--- config.mk ---
export PLATFORM = sky130hd
export DESIGN_NAME = linefetch_addr_gen
export DESIGN_NICKNAME = d
export VERILOG_FILES = /design/src/rtl/linefetch_pkg.sv /design/src/rtl/linefetch_word_offset.sv /design/src/rtl/linefetch_line_clip.sv /design/src/rtl/linefetch_retry_fifo.sv /design/src/rtl/linefetch_addr_gen.sv
export SDC_FILE = /design/constraint.sdc
export NUM_CORES = 1
export LEC_CHECK = 0
export BUFFER_PORTS_ARGS = -buffer_cell sky130_fd_sc_hd__buf_2
export CAP_MARGIN = 30
export CORE_MARGIN = 1.5
export CORE_UTILIZATION = 63
export CTS_BUF_LIST = sky130_fd_sc_hd__clkbuf_4 sky130_fd_sc_hd__clkbuf_8
export CTS_CLUSTER_SIZE = 14
export DETAILED_ROUTE_END_ITERATION = 7
export GPL_TIMING_DRIVEN = 0
export PLACE_DENSITY = 0.83
export SYNTH_ARGS = -nofsm -noshare
export SYNTH_HDL_FRONTEND = slang
export SYNTH_SLANG_ARGS = --single-unit
export TNS_END_PERCENT = 5
--- constraint.sdc ---
create_clock -name clk -period 9.9 [get_ports clk]
set_input_delay 0.99 -clock clk [delete_from_list [all_inputs] [get_ports clk]]
set_output_delay 0.99 -clock clk [all_outputs]
set_load 0.01 [all_outputs]
--- src/rtl/linefetch_pkg.sv ---
package linefetch_pkg;

   typedef enum logic [1:0] {
      PORT_OPEN    = 2'd0,
      PORT_STALLED = 2'd1,
      PORT_DRAIN   = 2'd2
   } port_state_e;

   localparam int unsigned WORD_BYTES = 4;
   localparam int unsigned WORD_SHIFT = 2;

endpackage

--- src/rtl/linefetch_word_offset.sv ---
// Advances the program counter (in words) past the buffered instructions.
module linefetch_word_offset #(
   parameter int unsigned PC_W      = 32,
   parameter int unsigned BUF_DEPTH = 4,
   parameter int unsigned CNT_W     = 3
) (
   input  logic [PC_W-1:0]      pc,
   input  logic [CNT_W-1:0]     count,
   input  logic [BUF_DEPTH-1:0] wide,
   output logic [PC_W-1:0]      adj_pc
);
   logic [1:0] step [BUF_DEPTH];

   for (genvar g = 0; g < BUF_DEPTH; g++) begin : g_step
      // an entry only counts when it lies below the fill count
      assign step[g] = (CNT_W'(g) < count) ? (wide[g] ? 2'd2 : 2'd1) : 2'd0;
   end

   always_comb begin
      adj_pc = pc;
      for (int i = 0; i < BUF_DEPTH; i++) begin
         adj_pc = adj_pc + PC_W'(step[i]);
      end
   end
endmodule

--- src/rtl/linefetch_line_clip.sv ---
// Clips a request to the end of the line holding its start address.
module linefetch_line_clip #(
   parameter int unsigned ADDR_W     = 32,
   parameter int unsigned LINE_BYTES = 64,
   parameter int unsigned SIZE_W     = 7,
   parameter bit          SPLIT_FORM = 1'b1
) (
   input  logic [ADDR_W-1:0] addr,
   output logic [SIZE_W-1:0] size
);
   localparam int unsigned LB = $clog2(LINE_BYTES);

   if (SPLIT_FORM) begin : g_split
      // round-up split point, computed one bit wider to avoid wrap
      logic [ADDR_W:0] ext, split, diff;
      assign ext   = {1'b0, addr};
      assign split = (ext + (ADDR_W+1)'(LINE_BYTES - 1))
                     & ~((ADDR_W+1)'(LINE_BYTES - 1));
      assign diff  = split - ext;
      assign size  = (split > ext) ? diff[SIZE_W-1:0] : SIZE_W'(LINE_BYTES);
   end else begin : g_lowbits
      // same result from the in-line offset only
      logic [LB-1:0] offs;
      assign offs = addr[LB-1:0];
      assign size = (offs == '0) ? SIZE_W'(LINE_BYTES)
                                 : SIZE_W'(LINE_BYTES) - SIZE_W'(offs);
   end
endmodule

--- src/rtl/linefetch_retry_fifo.sv ---
// In-order holding queue for refused requests.
module linefetch_retry_fifo #(
   parameter int unsigned W     = 8,
   parameter int unsigned DEPTH = 8
) (
   input  logic         clk,
   input  logic         rst_n,
   input  logic         push,
   input  logic [W-1:0] wdata,
   input  logic         pop,
   output logic [W-1:0] rdata,
   output logic         empty,
   output logic         full,
   output logic         last
);
   localparam int unsigned PTR_W = $clog2(DEPTH);
   localparam int unsigned CNT_W = $clog2(DEPTH + 1);

   logic [W-1:0]     mem [DEPTH];
   logic [PTR_W-1:0] wr_ptr, rd_ptr;
   logic [CNT_W-1:0] cnt;
   logic             do_push, do_pop;

   assign do_push = push && !full;
   assign do_pop  = pop && !empty;
   assign empty   = (cnt == '0);
   assign full    = (cnt == CNT_W'(DEPTH));
   assign last    = (cnt == CNT_W'(1));
   assign rdata   = mem[rd_ptr];

   function automatic logic [PTR_W-1:0] bump(input logic [PTR_W-1:0] p);
      return (p == PTR_W'(DEPTH - 1)) ? '0 : p + PTR_W'(1);
   endfunction

   always_ff @(posedge clk) begin
      if (!rst_n) begin
         wr_ptr <= '0;
         rd_ptr <= '0;
         cnt    <= '0;
      end else begin
         if (do_push) wr_ptr <= bump(wr_ptr);
         if (do_pop)  rd_ptr <= bump(rd_ptr);
         case ({do_push, do_pop})
            2'b10:   cnt <= cnt + CNT_W'(1);
            2'b01:   cnt <= cnt - CNT_W'(1);
            default: cnt <= cnt;
         endcase
      end
   end

   always_ff @(posedge clk) begin
      if (do_push) mem[wr_ptr] <= wdata;
   end
endmodule

--- src/rtl/linefetch_addr_gen.sv ---
module linefetch_addr_gen #(
   parameter int unsigned ADDR_W     = 32,
   parameter int unsigned LINE_BYTES = 64,
   parameter int unsigned SLOTS      = 8,
   parameter int unsigned BUF_DEPTH  = 4,
   parameter bit          SPLIT_FORM = 1'b1,
   localparam int unsigned SLOT_W    = $clog2(SLOTS),
   localparam int unsigned CNT_W     = $clog2(BUF_DEPTH + 1),
   localparam int unsigned SIZE_W    = $clog2(LINE_BYTES) + 1
) (
   input  logic                 clk,
   input  logic                 rst_n,
   input  logic                 in_valid,
   input  logic [SLOT_W-1:0]    in_slot,
   input  logic [ADDR_W-1:0]    in_pc,
   input  logic [ADDR_W-1:0]    in_base,
   input  logic [CNT_W-1:0]     in_buf_count,
   input  logic [BUF_DEPTH-1:0] in_buf_wide,
   output logic                 out_valid,
   input  logic                 out_ready,
   output logic [ADDR_W-1:0]    out_addr,
   output logic [SIZE_W-1:0]    out_size,
   output logic [SLOT_W-1:0]    out_slot,
   input  logic                 retry_pulse,
   output logic                 port_stalled
);
   import linefetch_pkg::*;

   localparam int unsigned REQ_W = SLOT_W + ADDR_W + SIZE_W;

   if ((LINE_BYTES & (LINE_BYTES - 1)) != 0 || LINE_BYTES < 8) begin : g_bad_line
      $error("LINE_BYTES must be a power of two of at least 8");
   end
   if (SLOTS < 2) begin : g_bad_slots
      $error("SLOTS must be at least 2");
   end
   if (BUF_DEPTH < 1 || ADDR_W <= SIZE_W + WORD_SHIFT) begin : g_bad_shape
      $error("BUF_DEPTH or ADDR_W out of range");
   end

   // ---------------- address and size ----------------
   logic [ADDR_W-1:0] adj_pc, byte_addr;
   logic [SIZE_W-1:0] clip_size;

   linefetch_word_offset #(
      .PC_W(ADDR_W), .BUF_DEPTH(BUF_DEPTH), .CNT_W(CNT_W)
   ) u_offset (
      .pc(in_pc), .count(in_buf_count), .wide(in_buf_wide), .adj_pc(adj_pc)
   );

   assign byte_addr = in_base + {adj_pc[ADDR_W-WORD_SHIFT-1:0], {WORD_SHIFT{1'b0}}};

   linefetch_line_clip #(
      .ADDR_W(ADDR_W), .LINE_BYTES(LINE_BYTES), .SIZE_W(SIZE_W),
      .SPLIT_FORM(SPLIT_FORM)
   ) u_clip (
      .addr(byte_addr), .size(clip_size)
   );

   // ---------------- request register ----------------
   logic             pipe_v;
   logic [REQ_W-1:0] pipe_req;

   always_ff @(posedge clk) begin
      if (!rst_n) begin
         pipe_v   <= 1'b0;
         pipe_req <= '0;
      end else begin
         pipe_v <= in_valid;
         if (in_valid) pipe_req <= {in_slot, byte_addr, clip_size};
      end
   end

   // ---------------- port control ----------------
   port_state_e      state, state_nx;
   logic             draining;
   logic             q_push, q_pop, q_empty, q_full, q_last;
   logic [REQ_W-1:0] q_head, out_req;

   assign draining     = (state == PORT_DRAIN);
   assign port_stalled = (state != PORT_OPEN);

   assign out_valid = draining ? !q_empty : (pipe_v && state == PORT_OPEN);
   assign out_req   = draining ? q_head : pipe_req;
   assign {out_slot, out_addr, out_size} = out_req;

   // refused on an open port, or arriving while the port is held
   assign q_push = pipe_v && ((state != PORT_OPEN) || !out_ready);
   assign q_pop  = draining && out_valid && out_ready;

   linefetch_retry_fifo #(
      .W(REQ_W), .DEPTH(SLOTS)
   ) u_retry (
      .clk(clk), .rst_n(rst_n),
      .push(q_push), .wdata(pipe_req), .pop(q_pop),
      .rdata(q_head), .empty(q_empty), .full(q_full), .last(q_last)
   );

   always_comb begin
      state_nx = state;
      unique case (state)
         PORT_OPEN:    if (pipe_v && !out_ready) state_nx = PORT_STALLED;
         PORT_STALLED: if (retry_pulse)          state_nx = PORT_DRAIN;
         PORT_DRAIN: begin
            if (!out_ready)                 state_nx = PORT_STALLED;
            else if (q_last && !q_push)     state_nx = PORT_OPEN;
         end
         default:                          state_nx = PORT_OPEN;
      endcase
   end

   always_ff @(posedge clk) begin
      if (!rst_n) state <= PORT_OPEN;
      else        state <= state_nx;
   end
endmodule

## After elaboration in Yosys (flattened, before gate mapping)

Memories as Yosys holds them, arrays and structs flattened. A register that Yosys moved wholly into a read port is not among the register bits.
Index checks and enable logic that the tools add are counted.
W data, S select, Z words.

- Memories: 1
- Flip-flop bits (word level): 55
- Memory bits (writable): 336
- Output and inout port bits: 44
- Input port bits: 79

Memories:

| name | words | width | read ports | clocked after Yosys merged registers in | write ports | RTL line | text |
|---|---|---|---|---|---|---|---|
| u_retry.mem | 8 | 42 | 1 | 1 | 1 | linefetch_retry_fifo.sv:19 | `logic [W-1:0] mem [DEPTH];` |

- Reductions and logical operators: 18
- Eq/ne operators: 11
- $add $sub $neg: 11
- Multiplexer cells: 23
- $lt $le $gt $ge: 5

Operators with widths:

| operator | count |
|---|---|
| $add A30 B2 Y30 | 4 |
| $mux W42 | 1 |
| $add A32 B6 Y33 const B | 1 |
| $gt A33 B32 Y1 | 1 |
| $add A32 B32 Y32 | 1 |
| $mux W2 | 12 |
| $mux W3 | 4 |
| $logic_and A1 B1 Y1 | 8 |
| $pmux W4 S2 | 1 |
| $mux W7 | 1 |
| $sub A7 B7 Y7 | 1 |
| $add A3 B1 Y3 const B | 2 |
| $eq A3 B3 Y1 const B | 2 |
| $lt A1 B3 Y1 const A | 2 |
| $lt A2 B3 Y1 const A | 2 |
| $pmux W2 S3 | 1 |
| $add A4 B1 Y4 const B | 1 |
| $eq A2 B1 Y1 const B | 2 |
| $eq A2 B2 Y1 const B | 2 |
| $eq A4 B1 Y1 const B | 1 |
| $eq A4 B4 Y1 const B | 1 |
| $logic_not A1 Y1 | 4 |
| $logic_not A4 Y1 | 1 |
| $reduce_bool A2 Y1 | 2 |
| 8 further kinds | 10 |

## Logic depth before layout (Yosys ltp)

- Depth in word-level cells: 10
- Depth in mapped cells: 35
- Mapped depth without buffers: 33

## Cells and area by module

A second synthesis with hierarchy kept.

- Cell total of the unflattened synthesis: 1350
- Area, all modules: 19575.0 um^2

By module, submodules not included:

| module | area an instance (um^2) | times used | cells each |
|---|---|---|---|
| linefetch_retry_fifo | 13289.0 | 1 | 562 |
| linefetch_addr_gen | 4051.4 | 1 | 481 |
| linefetch_line_clip | 1191.1 | 1 | 177 |
| linefetch_word_offset | 1043.5 | 1 | 130 |

## Worst setup path before layout

OpenSTA, ideal clock, no wires.

- Path kind: input-to-reg
- From: input port in_buf_count[0]
- To: register pipe_req[0]
- Library setup time: 0.117 ns
- Required time: 9.783 ns
- Setup slack: 1.510 ns
- Stages on the path: 35
- Data arrival time: 8.273 ns
- Cell sequence: a21o_1 -> nor2b_1 -> fa_1 -> inv_1 -> fa_1 -> fa_1 -> inv_1 -> fa_1 -> a21o_1 -> a21oi_1 -> nor2b_1 -> clkbuf_1 -> nand2_1 -> nor2_1 -> nand4_1 -> xnor2_1 -> ha_1 -> buf_4 -> a21oi_1 -> o21ai_1 -> or3_1 -> o21ba_2 -> xnor2_2 -> nand3b_4 -> or4b_1 -> buf_2 -> nor4b_1 -> ha_1 -> inv_1 -> xnor3_1 -> nor3_1 -> nand2_1 -> o21ai_2 -> o22ai_4 -> a32o_2

- Longest elaborated chain between the ends: 10
- Elaborated cells on any way between the ends: 16
- Those cells by class: add/sub (6); order compare (5); mux (5)

Ends and longest elaborated chain:

| element | RTL line | text |
|---|---|---|
| start, declared | linefetch_addr_gen.sv:17 | `input logic [CNT_W-1:0] in_buf_count,` |
| $lt A1 B3 Y1 | linefetch_word_offset.sv:16 | `assign step[g] = (CNT_W'(g) < count) ? (wide[g] ? 2'd2 : 2'd1) : 2'd0;` |
| $mux W2 | linefetch_word_offset.sv:16 |  |
| $add A30 B2 Y30 (3 in a row) | linefetch_word_offset.sv:22 | `adj_pc = adj_pc + PC_W'(step[i]);` |
| $add A30 B2 Y30 (*) | linefetch_word_offset.sv:22 |  |
| $add A32 B32 Y32 (*) | linefetch_addr_gen.sv:51 | `assign byte_addr = in_base + {adj_pc[ADDR_W-WORD_SHIFT-1:0], {WORD_SHIFT{1'b0}}};` |
| $add A32 B6 Y33 | linefetch_line_clip.sv:17 | `assign split = (ext + (ADDR_W+1)'(LINE_BYTES - 1))` |
| $gt A33 B32 Y1 (*) | linefetch_line_clip.sv:20 | `assign size = (split > ext) ? diff[SIZE_W-1:0] : SIZE_W'(LINE_BYTES);` |
| $mux W7 (*) | linefetch_line_clip.sv:20 |  |
| end signal, assigned | linefetch_addr_gen.sv:70 | `if (in_valid) pipe_req <= {in_slot, byte_addr, clip_size};` |
| end, declared | linefetch_addr_gen.sv:62 | `logic [REQ_W-1:0] pipe_req;` |

Every way passes the cells marked *; elsewhere a longest branch is shown, timed or not.
A chain may end at the register's enable or synchronous reset.

## Worst setup path in the final report

- From: input port in_buf_count[2]
- To: register pipe_req[0]

Same word-level chain as after synthesis.

==> flow_summary.json <==
{
  "ctsRootBufferMaster": "clkbuf_8",
  "htree_levels": 2,
  "io_pins": 123,
  "synth_warnings": 0,
  "post_drt_via_cell_ratio": 6.32,
  "required_ns": 10.37,
  "whs_path_depth": 2,
  "post_cts_buffers": 0,
  "tightest_slew_ns": 0.980,
  "grt_pass1_vias": 12700,
  "drt_iter0_drc": 1251,
  "rr_worst_depth": 9,
  "final_layout_size_suffix_gt1_share_pct": 24.8,
  "drc": 0,
  "crit_path_start_kind": "input port",
  "pwr-share-seq_pct": 46.8,
  "slew_violations": 0,
  "syn_nets": 1534,
  "critPathKind": "input port to register",
  "hold_class": "register to register",
  "nFillCells": 1811,
  "synthTopCellsByArea": "edfxtp_1 52%, mux4_2 9.8%, dfxtp_1 6.0%",
  "netlist_area_um2": 19300,
  "worst_hold_slack_ns": 0.572,
  "finalClockSkew_ns": 0.0197,
  "internal-power_uw": 3000,
  "path_max_fanout": 8,
  "final_hold_viol_count": 0,
  "synth_top_area_share_pct": 52.1,
  "antenna_found_initial": 0,
  "slew_headroom_pct": 34.3,
  "dieHeight_um": 178,
  "cts.sinks": 394,
  "ys_seq_area_share_pct": 58.1,
  "max_clock_freq_mhz": 110,
  "dp_hpwl_mm": 30.8,
  "antenna_left": 0,
  "fin_area_um2": 22200,
  "switchingPower_uw": 1110,
  "wl_mm": 45.4,
  "synthArstFlopShare_pct": 0,
  "cellLeakagePower_uw": 0.00796,
  "rsz0062_at_grt": "false",
  "wl_per_cell_um": 22.3,
  "grt_max_degree": 24,
  "die-area_um2": 31800,
  "io_buffers": 119,
  "synth_cells": 1391,
  "vias": 12900,
  "status": "finished clean",
  "clkTransAtPathRegs_ns": 0.06,
  "diodes": 0,
  "grt_pass1_wl_mm": 69.1,
  "postCtsHoldBufs": 0,
  "avgSynthCellArea_um2": 13.9,
  "rows": 63,
  "finalCriticalPeriod_ns": 9.12,
  "cellPowerDensity_nw_per_um2": 185,
  "synth-seq-cells": 394,
  "finalCritPeriodShare_pct": 92.1,
  "clk_latency_ns": 0.59,
  "combPwrFrac_pct": 17.6,
  "dpl-instance-area_um2": 20800,
  "synth_edf_count": 336,
  "final_core_util_pct": 74.2,
  "sw_frac_of_total_pct": 27.0,
  "cp_slowest_cell": "nor3_1",
  "layout-area-overhead-vs-synth_pct": 14.9,
  "cpPeakStageDelay_ns": 0.59,
  "cp.depth": 32,
  "ys_types": 106,
  "die_x_um": 178,
  "cpLargestDelayFamily": "compound AO/OA/AOI/OAI gates",
  "synth_ff_type": "edfxtp_1",
  "cts_tree": "yes",
  "cts_inserted_buffers": 57,
  "clockPowerShare_pct": 35.6,
  "yosys.area.top_type": "edfxtp_1",
  "cts_max_path_buffers": 3,
  "cp_num_buf_inv": 6,
  "gp_congestion": 0.867,
  "worstSetupEndpointType": "register",
  "nets": 1746,
  "post_cts_resized": 0,
  "overflow": 0,
  "start_util_pct": 64.6,
  "grt_usage_pct": 28.9,
  "dr.pass1.iters": 6,
  "worst_ir_drop_vdd_mv": 0.103,
  "setup_viol": 0,
  "maxCapViolations": 0,
  "critPathArrivalTime_ns": 9.58,
  "core_um2": 30000
}
sequential cells by signal, summed over array words and instances, names as in the netlist, named ones only:
register and cells:
pipe_req 42, u_retry.rd_ptr 3, u_retry.cnt 4, pipe_v 1, u_retry.wr_ptr 3, state 2
u_retry.mem 336
per-stage QoR:
stage,worst slack (ns),power (uW),instances,TNS [ns]
3_3_place_gp,-0.0737,2630,1900,-2.90
5_1_grt,0.206,4270,2042,0
2_1_floorplan,1.51,2450,1391,0
3_5_place_dp,0.346,2660,1929,0
6_report,0.783,4110,2042,0
4_1_cts,0.836,4100,2037,0
cell usage in the layout, fill, tap and decap left out, drive strengths merged, types with 56 or more instances in the layout:
master  instances
o21ai          73
nand2         122
buf           182
ha             57
dfxtp          58
mux2i          75
mux4           84
a21oi          56
clkbuf        125
edfxtp        336
worst paths after layout:
path / start / end / slack (ns)
worst min-delay path: u_retry.rd_ptr[1] / u_retry.rd_ptr[1] / 0.57
worst max register to register: u_retry.cnt[0] / u_retry.mem[7][10] / 6.75
worst max-delay path: in_buf_count[2] / pipe_req[0] / 0.78
worst min register to register: u_retry.rd_ptr[1] / u_retry.rd_ptr[1] / 0.57
cell type report:
type                       count  area [um^2]  share of cell area [%]
buffer                        67          323                    1.45
clock buffer                  87         1070                    4.82
clock inverter                21          258                    1.16
inverter                      40          150                   0.675
multi-input combinational    890         7670                    34.5
sequential                   394        11300                    50.6
tap                          390          488                    2.20
timing repair buffer         153         1010                    4.55
worst reg2reg max path: cells and delay by family, from the launching register on:
kind,cells,cell delay [ns]
AND/OR/NAND/NOR,3,1.17
buffers and inverters,4,0.88
flip-flops,1,0.40
adder cells (fa/ha/maj),1,0.24
AO/OA/AOI/OAI,1,0.15
power by group through the flow:
stage	logic, uW	clock network (uW)	registers (uW)
floorplan	520	0	1930
global placement	682	0	1950
detailed placement	707	0	1960
CTS	716	1470	1920
global route	800	1540	1930
finish	724	1460	1920
cell families after synthesis:
logic type / synth area share [%]
DFF: 58.1
and+or+nand+nor: 10.2
AOI/OAI and AO/OA: 8.39
muxes: 13.7
buffers and inverters: 2.44
adders and majority gates: 4.41
xor gates and xnor gates: 2.69
routing by layer:
metal  up-vias  share of wire, %  GRT usage, %
met5         -                 0             0
met4         0               2.7          10.4
met3        81               6.9          3.90
met2       635                49          49.3
met1      6364                41          38.4
li1       5817                 -             -
synth_stat cells, types with 7 or more instances:
cell type and n:
xnor2_1 37, buf_1 13, nor2b_1 43, a21oi_1 52, o21ai_0 65, o211a_1 8
nor3_1 30, nand2b_1 8, buf_2 9, mux4_2 84, dfxtp_1 58, clkbuf_1 35
nand2_1 121, nand3_1 24, inv_1 39, ha_1 57, and4_1 10, mux2i_1 75
nor2_1 51, fa_1 7, and3_1 10, nand4_1 16, xor2_1 18, or2_2 8
edfxtp_1 336, o211ai_1 7, and2_1 14
No activity file was read; power rests on OpenSTA's default activity.
